## src/rtl/shared_prescaler_pkg.sv

```systemverilog
package shared_prescaler_pkg;
  parameter int unsigned PRE_W = 15;
  parameter int unsigned SEL_W = 4;

  typedef struct packed {
    logic             cntRun;
    logic             rtcOn;
    logic             pitOn;
    logic             flagClr;
    logic [PRE_W-1:0] divMask;
    logic [PRE_W-1:0] tapOneHot;
  } ctlStrobes_t;
endpackage

```

## src/rtl/spt_control.sv

```systemverilog
module spt_control
  import shared_prescaler_pkg::*;
#(
  parameter int unsigned CNT_W = PRE_W,
  parameter int unsigned SW    = SEL_W
) (
  input  logic          rtcEn,
  input  logic          pitEn,
  input  logic [SW-1:0] divSel,
  input  logic [SW-1:0] perSel,
  input  logic          flagClr,
  output ctlStrobes_t   ctl
);
  localparam int unsigned PER_MAX = CNT_W - 1;
  localparam logic [CNT_W-1:0] ONE = CNT_W'(1);

  logic perValid;

  always_comb begin
    perValid = (perSel != '0) && (int'(perSel) <= PER_MAX);
    ctl.cntRun  = rtcEn | pitEn;
    ctl.rtcOn   = rtcEn;
    ctl.pitOn   = pitEn & perValid;
    ctl.flagClr = flagClr;
    ctl.divMask = (ONE << divSel) - ONE;
    ctl.tapOneHot = '0;
    for (int b = 1; b <= int'(PER_MAX); b++) begin
      if (ctl.pitOn && int'(perSel) == b) ctl.tapOneHot[b] = 1'b1;
    end
  end
endmodule

```

## src/rtl/spt_datapath.sv

```systemverilog
module spt_datapath
  import shared_prescaler_pkg::*;
#(
  parameter int unsigned CNT_W = PRE_W
) (
  input  logic        clk,
  input  logic        rstN,
  input  ctlStrobes_t ctl,
  output logic        rtcTick,
  output logic        pitWave,
  output logic        pitFlag
);
  logic [CNT_W-1:0] cnt;
  logic             waveQ;
  logic             waveRise;

  always_ff @(posedge clk) begin
    if (!rstN)             cnt <= '0;
    else if (!ctl.cntRun)  cnt <= '0;
    else                   cnt <= cnt + CNT_W'(1);
  end

  always_comb begin
    rtcTick  = ctl.rtcOn && ((cnt & ctl.divMask) == ctl.divMask);
    pitWave  = ctl.pitOn && ((cnt & ctl.tapOneHot) != '0);
    waveRise = pitWave && !waveQ;
  end

  always_ff @(posedge clk) begin
    if (!rstN) begin
      waveQ   <= 1'b0;
      pitFlag <= 1'b0;
    end else begin
      waveQ <= pitWave;
      if (waveRise)         pitFlag <= 1'b1;
      else if (ctl.flagClr) pitFlag <= 1'b0;
    end
  end

  p_hold_zero_r1: assert property (@(posedge clk) disable iff (!rstN)
    !ctl.cntRun |=> (cnt == '0));
  p_count_step_r2: assert property (@(posedge clk) disable iff (!rstN)
    ctl.cntRun |=> (cnt == CNT_W'($past(cnt) + CNT_W'(1))));
  p_flag_set_r6: assert property (@(posedge clk) disable iff (!rstN)
    (pitWave && !waveQ) |=> pitFlag);
  p_flag_sticky_r7: assert property (@(posedge clk) disable iff (!rstN)
    (pitFlag && !ctl.flagClr) |=> pitFlag);
endmodule

```

## src/rtl/shared_prescaler_timer.sv

```systemverilog
module shared_prescaler_timer
  import shared_prescaler_pkg::*;
#(
  parameter int unsigned CNT_W = PRE_W,
  parameter int unsigned SW    = SEL_W
) (
  input  logic          clk,
  input  logic          rstN,
  input  logic          rtcEn,
  input  logic          pitEn,
  input  logic [SW-1:0] divSel,
  input  logic [SW-1:0] perSel,
  input  logic          flagClr,
  output logic          rtcTick,
  output logic          pitWave,
  output logic          pitFlag
);
  ctlStrobes_t ctl;

  spt_control #(.CNT_W(CNT_W), .SW(SW)) u_ctrl (
    .rtcEn(rtcEn), .pitEn(pitEn), .divSel(divSel), .perSel(perSel),
    .flagClr(flagClr), .ctl(ctl)
  );

  spt_datapath #(.CNT_W(CNT_W)) u_dp (
    .clk(clk), .rstN(rstN), .ctl(ctl),
    .rtcTick(rtcTick), .pitWave(pitWave), .pitFlag(pitFlag)
  );

  p_pit_off_r5: assert property (@(posedge clk) disable iff (!rstN)
    !pitEn |-> !pitWave);
  p_tick_every_r8: assert property (@(posedge clk) disable iff (!rstN)
    (rtcEn && divSel == '0) |-> rtcTick);
  p_no_tick_off_r8: assert property (@(posedge clk) disable iff (!rstN)
    !rtcEn |-> !rtcTick);
endmodule

```

## config.mk

```make
export PLATFORM = sky130hd
export DESIGN_NAME = shared_prescaler_timer
export DESIGN_NICKNAME = d
export VERILOG_FILES = /design/src/rtl/shared_prescaler_pkg.sv /design/src/rtl/spt_control.sv /design/src/rtl/spt_datapath.sv /design/src/rtl/shared_prescaler_timer.sv
export SDC_FILE = /design/constraint.sdc
export NUM_CORES = 1
export LEC_CHECK = 0
export ABC_AREA = 1
export BUFFER_PORTS_ARGS = -buffer_cell sky130_fd_sc_hd__buf_2
export CAP_MARGIN = 0
export CORE_ASPECT_RATIO = 1.5
export CORE_MARGIN = 2
export CORE_UTILIZATION = 55
export DETAILED_ROUTE_END_ITERATION = 7
export GPL_TIMING_DRIVEN = 0
export PLACE_DENSITY = 0.85
export SLEW_MARGIN = 5
export SYNTH_ARGS = -nofsm -noshare
export SYNTH_HDL_FRONTEND = slang
export SYNTH_SLANG_ARGS = --single-unit
```

## constraint.sdc

```tcl
create_clock -name clk -period 3.7 [get_ports clk]
set_clock_uncertainty 0.2 [all_clocks]
set_input_delay 1.11 -clock clk [delete_from_list [all_inputs] [get_ports clk]]
set_output_delay 1.11 -clock clk [all_outputs]
set_load 0.05 [all_outputs]
```

; Word-level counts from Yosys, hierarchy flattened
; Cells that the tools add are included.
[op_classes]
addsub = 2
eq_ne = 15
muxes = 16
shifts = 1
magnitude_cmp = 1
bitwise_logic = 4
reduce_logical = 23
[ops]
columns = op, n
row1 = "== test 4 bit, second input constant", 8
row2 = AND 15 bit, 2
row3 = logical AND 1 bit, 18
row4 = "== test 4 x 3 -> 1 bit, second input constant", 4
row5 = 2-to-1 mux 1 bit, 16
row6 = "adder 15 x 1 -> 15 bit, second input constant", 1
row7 = == test 15 bit, 1
row8 = nonzero test 15 bit, 1
row9 = "<< shifter 1 x 4 -> 15 bit, first input constant", 1
row10 = "subtractor 15 x 1 -> 15 bit, second input constant", 1
row11 = "== test 4 x 2 -> 1 bit, second input constant", 2
row12 = "less-or-equal comparator 4 bit, second input constant", 1
row13 = nonzero test 4 bit, 1
row14 = AND reduction 2 bit, 1
row15 = nonzero test 2 bit, 1
row16 = AND 1 bit, 1
row17 = zero test 1 bit, 1
row18 = bitwise OR 1 bit, 1
[totals]
register_bits = 17
input_bits = 13
output_inout_bits = 3
elab_cells = 65

; Longest topological paths before layout
[logic_depth]
word_depth = 10
depth_mapped = 11
ltp_nobuf = 10

; By module
; A second synthesis with hierarchy kept.
[unflattened]
hier_cells = 252
area_unflattened_um2 = 1447.6
[by_module_without_submodules]
columns = module, instances, area_each_um2, seq_area_each_um2, cells_per_inst
row1 = spt_datapath, 1, 1017.2, 340.3, 164
row2 = spt_control, 1, 430.4, 0.0, 88

; Worst setup path after synthesis
; Ideal clock, no wire load.
[synth_path]
path_type = input-to-output
from = input divSel[1]
to = output rtcTick
cell_stages = 11
path_slack_ns = -0.382
required_time_ns = 2.390
n_path_buf = 1
arrival_ns = 2.772
cell_sequence = buf_6 > nor2_2 > nand2_1 > ha_1 > inv_1 > o21ai_0 > nand3b_1 > nand2_1 > nor2_1 > nand2_1 > nor2_1
[synth_via]
elab_chain_cells = 5
[synth_rtl]
columns = element, line
row1 = from (decl), shared_prescaler_timer.sv:11  ; input logic [SW-1:0] divSel,
row2 = << shifter 1 x 4 -> 15 bit (*), spt_control.sv:25  ; ctl.divMask = (ONE << divSel) - ONE;
row3 = subtractor 15 x 1 -> 15 bit (*), spt_control.sv:25
row4 = AND 15 bit, spt_datapath.sv:24  ; rtcTick = ctl.rtcOn && ((cnt & ctl.divMask) == ctl.divMask);
row5 = == test 15 bit (*), spt_datapath.sv:24
row6 = logical AND 1 bit (*), spt_datapath.sv:24
row7 = to (decl), shared_prescaler_timer.sv:14  ; output logic rtcTick,
; Every way passes the cells marked *; elsewhere a longest branch is shown, timed or not.

; Final worst setup path
[layout_path]
from = input divSel[3]
to = output rtcTick
; Same word-level chain as after synthesis.

==> metrics.md <==
| Metric | Value |
|---|---|
| Cell area after layout | `1595 um^2` |
| Slew @ Worst Pin | `0.5131 ns` |
| Tot GR Track Use | `0.2435` |
| Failing checks | `setup timing` |
| Clock H-tree levels | `1` |
| Port Buffer Count | `14` |
| Reg2reg end | `u_dp.cnt[12]` |
| CP max stage delay | `0.27 ns` |
| Hold path start | `u_dp.pitFlag` |
| Met3 wire length | `135 um` |
| Unrepaired setup endpoints after global routing | `yes` |
| Share of layout cells above drive strength 1 | `0.2361` |
| I/O pins | `16` |
| Clk root buf | `clkbuf_4` |
| DR vias/cell | `approximately 5.5` |
| Max cap viols | `0` |
| # diodes | `0` |
| Most frequent cells in the layout | `nand2_1, inv_1, nand3_1` |
| Period Utilization, post-route | `1.021` |
| Normalized max-slew margin | `0.6579` |
| Commonest non-fill, non-tap cell in the layout | `nand2_1` |
| WL/cell | `around 12 um` |
| Final net count | `249` |
| Instance area at placement | `1420 um^2` |
| Leading area contributor after synthesis | `dfxtp_1` |
| Deepest clock path buffer count | `2` |
| Fin worst setup slack | `-0.07765 ns` |
| FF-to-FF Start | `u_dp.cnt[1]` |
| Pwr dens | `228.9 nW/um^2` |
| Critical-path cell list | `buf_12 > nor2_4 > nand3_2 > ha_4 > o21ai_2 > a21oi_2 > nand4_1 > nor2_1 > nand2_1 > nor2_4 > buf_8` |
| Final max-slew violation count | `0` |
| Max Freq | `0.2647 GHz` |
| Seq pwr share | `0.514` |
| Fill cells | `184` |
| Max layer used | `met4` |
| Area Overhead vs Synth | `21.89%` |
| Initial DRT Pass Iterations | `4` |
| Synthesized area | `1309 um^2` |
| Slack of the worst reg-to-reg path | `2.02 ns` |
| First-pass GRT wire length | `~5300 um` |
| Synth top area share | `0.2600` |
| Routed wire length | `2990 um` |
| Placer Congestion | `0.8968` |
| P_sw | `0.1050 mW` |
| # clock sinks | `17` |
| Clk_lat worst skew | `approximately 0.29 ns` |
| Antenna Violating Nets Remaining | `0` |
| Grt ovf | `0` |
| Setup tns final | `-0.07765 ns` |
| Crit path time final | `approximately 3.8 ns` |
| P_leak | `just over 0.7 nW` |
| Critical path class | `input pin to output pin` |
| Antenna violations before repair | `0` |
| Setup crit end | `rtcTick` |
| Largest net degree at the start of global routing | `11` |
| Final hold slack | `0.2736 ns` |
| Vias | `1416` |
| Status | `finished with violations` |
| Vias in the first global route | `around 1300` |
| Setup crit end kind | `output pin` |
| Sequential area share after synthesis | `0.2600` |
| Worst EP arrival | `2.47 ns` |
| Reg2reg path depth | `8` |
| Post-DP HPWL | `2242 um` |
| CTS tree | `built` |
| Cells after Synth | `~210` |
| Syn. warnings | `0` |
| Comb power frac | `0.209` |
| Die ar. | `~2800 um^2` |
| Syn avg cell area | `6.322 um^2` |
| Die width | `between 40 and 50 um` |
| Largest cells by area after synthesis | `dfxtp_1, nand2_1, nand3_1` |
| CP max-delay cell | `ha_4` |
| #FFs+latches synth | `17` |
| Post-CTS Hold Fix Bufs | `0` |
| Die height | `approximately 64 um` |
| Startpoint types | `input pin` |
| Distinct cells, synth | `28` |
| Met1 WL | `1212 um` |
| Placement Setup Slack | `-0.3651 ns` |
| Sw frac | `0.2875` |
| Post-Syn Nets | `222` |
| Core box area | `2233 um^2` |
| Cts bufs inserted | `3` |
| Critical path's most frequent cell | `nor2_4` |
| Remaining DRCs | `0` |
| Worst endpoint required time | `2.39 ns` |
| Rows | `21` |
| Clock transition at the registers of the reported paths | `0.10 ns` |
| Critical Path Source | `divSel[3]` |
| Initial Util | `0.5860` |
| Hold crit path type | `flop to flop` |
| Final setup vio count | `1` |
| Initial DRC count | `64` |
| Int Pwr | `0.2602 mW` |
| Max VDD drop | `around 0.17 mV` |
| Met2 Wirelength | `~1500 um` |
| Crit-path max FO | `3` |
| Fin. Hold Viols | `0` |
| Clock Power Share | `0.277` |
==> routing by layer <==
| metal | GRT usage | up-vias |
|---|---|---|
| li1 | - | 739 |
| met1 | 0.2822 | 619 |
| met2 | 0.4246 | 47 |
| met3 | 0.01977 | 11 |
| met4 | 0.1288 | 0 |
| met5 | 0 | - |
==> kinds of logic after synthesis <==
group,after synthesis,share of synthesized area
compound gates,34,0.1491
buf+inv,35,0.1090
fa+ha+maj,2,0.01912
simple gates,119,0.4627
flops,17,0.2600
==> flip-flops by register name (all words and copies together) (netlist names) <==
signal and count:
u_dp.cnt 15, u_dp.pitFlag 1, u_dp.waveQ 1
==> worst min-delay path by stage <==
| stage | end | depth (start not counted) | slack (ns) |
|---|---|---|---|
| after CTS | u_dp.pitFlag | 2 | 0.28 |
| after global placement | u_dp.cnt[0] | 1 | 0.25 |
| after floorplan | u_dp.cnt[0] | 1 | 0.24 |
| after global routing | u_dp.cnt[0] | 1 | 0.31 |
| after detailed placement | u_dp.pitFlag | 2 | 0.27 |
| final | u_dp.pitFlag | 2 | 0.27 |
==> power groups by stage <==
| stage | clock (mW) | combinational, mW | sequential [mW] |
|---|---|---|---|
| final | 0.101 | 0.0763 | 0.188 |
| after global routing | 0.108 | 0.0857 | 0.188 |
| after CTS | 0.103 | 0.0704 | 0.188 |
| after detailed placement | 0 | 0.0601 | 0.192 |
| after global placement | 0 | 0.0595 | 0.192 |
| after floorplan | 0 | 0.0407 | 0.191 |
==> synth_stat cells <==
| cell | n |
|---|---|
| nand2_1 | 49 |
| nand4_1 | 5 |
| a21oi_2 | 2 |
| nor2_1 | 17 |
| o21ai_2 | 2 |
| nor4_4 | 1 |
| inv_2 | 5 |
| a21oi_1 | 12 |
| nand3_2 | 1 |
| buf_4 | 1 |
| dfxtp_1 | 17 |
| o22ai_1 | 2 |
| nand3_1 | 25 |
| nor4_1 | 1 |
| and3_1 | 1 |
| and2_1 | 1 |
| nand2_2 | 2 |
| o21a_1 | 2 |
| nor2_4 | 5 |
| nand4_4 | 1 |
| a31oi_1 | 2 |
| o21ai_0 | 12 |
| ha_1 | 2 |
| nor2_2 | 1 |
| inv_1 | 28 |
| nor3_1 | 5 |
| buf_6 | 1 |
| nand3b_1 | 4 |
==> per-stage QoR <==
stage                     instances    util  total power [mW]
after detailed placement        244  0.6359            0.2518
final                           256  0.7143            0.3652
after CTS                       252  0.6908            0.3606
after global placement          244  0.6359            0.2513
after floorplan                 207       -            0.2320
after global routing            256  0.7143            0.3821
==> worst max-delay path: cells and delay by family <==
family	cells	cell delay [ns]
buffers and inverters	2	0.25
AOI/OAI and AO/OA	2	0.15
adders and majority gates	1	0.27
and+or+nand+nor	6	0.67
==> layout make-up <==
class	instances	area, um^2	share of cell area
buffer	2	18.77	0.01176
clock buffer	4	26.28	0.01647
inverter	33	123.9	0.07765
multi-input combinational	155	873.3	0.5475
sequential	17	340.3	0.2133
tap	23	28.78	0.01804
timing repair buffer	22	183.9	0.1153
==> timing repair <==
action	in CTS	in global routing
endpoints found under the hold margin	0	0
setup endpoints to repair	1	1
pin swaps	9	9
buffers inserted	4	4
gates resized for setup	15	7
Note: power is estimated with default switching activity, not from simulation.
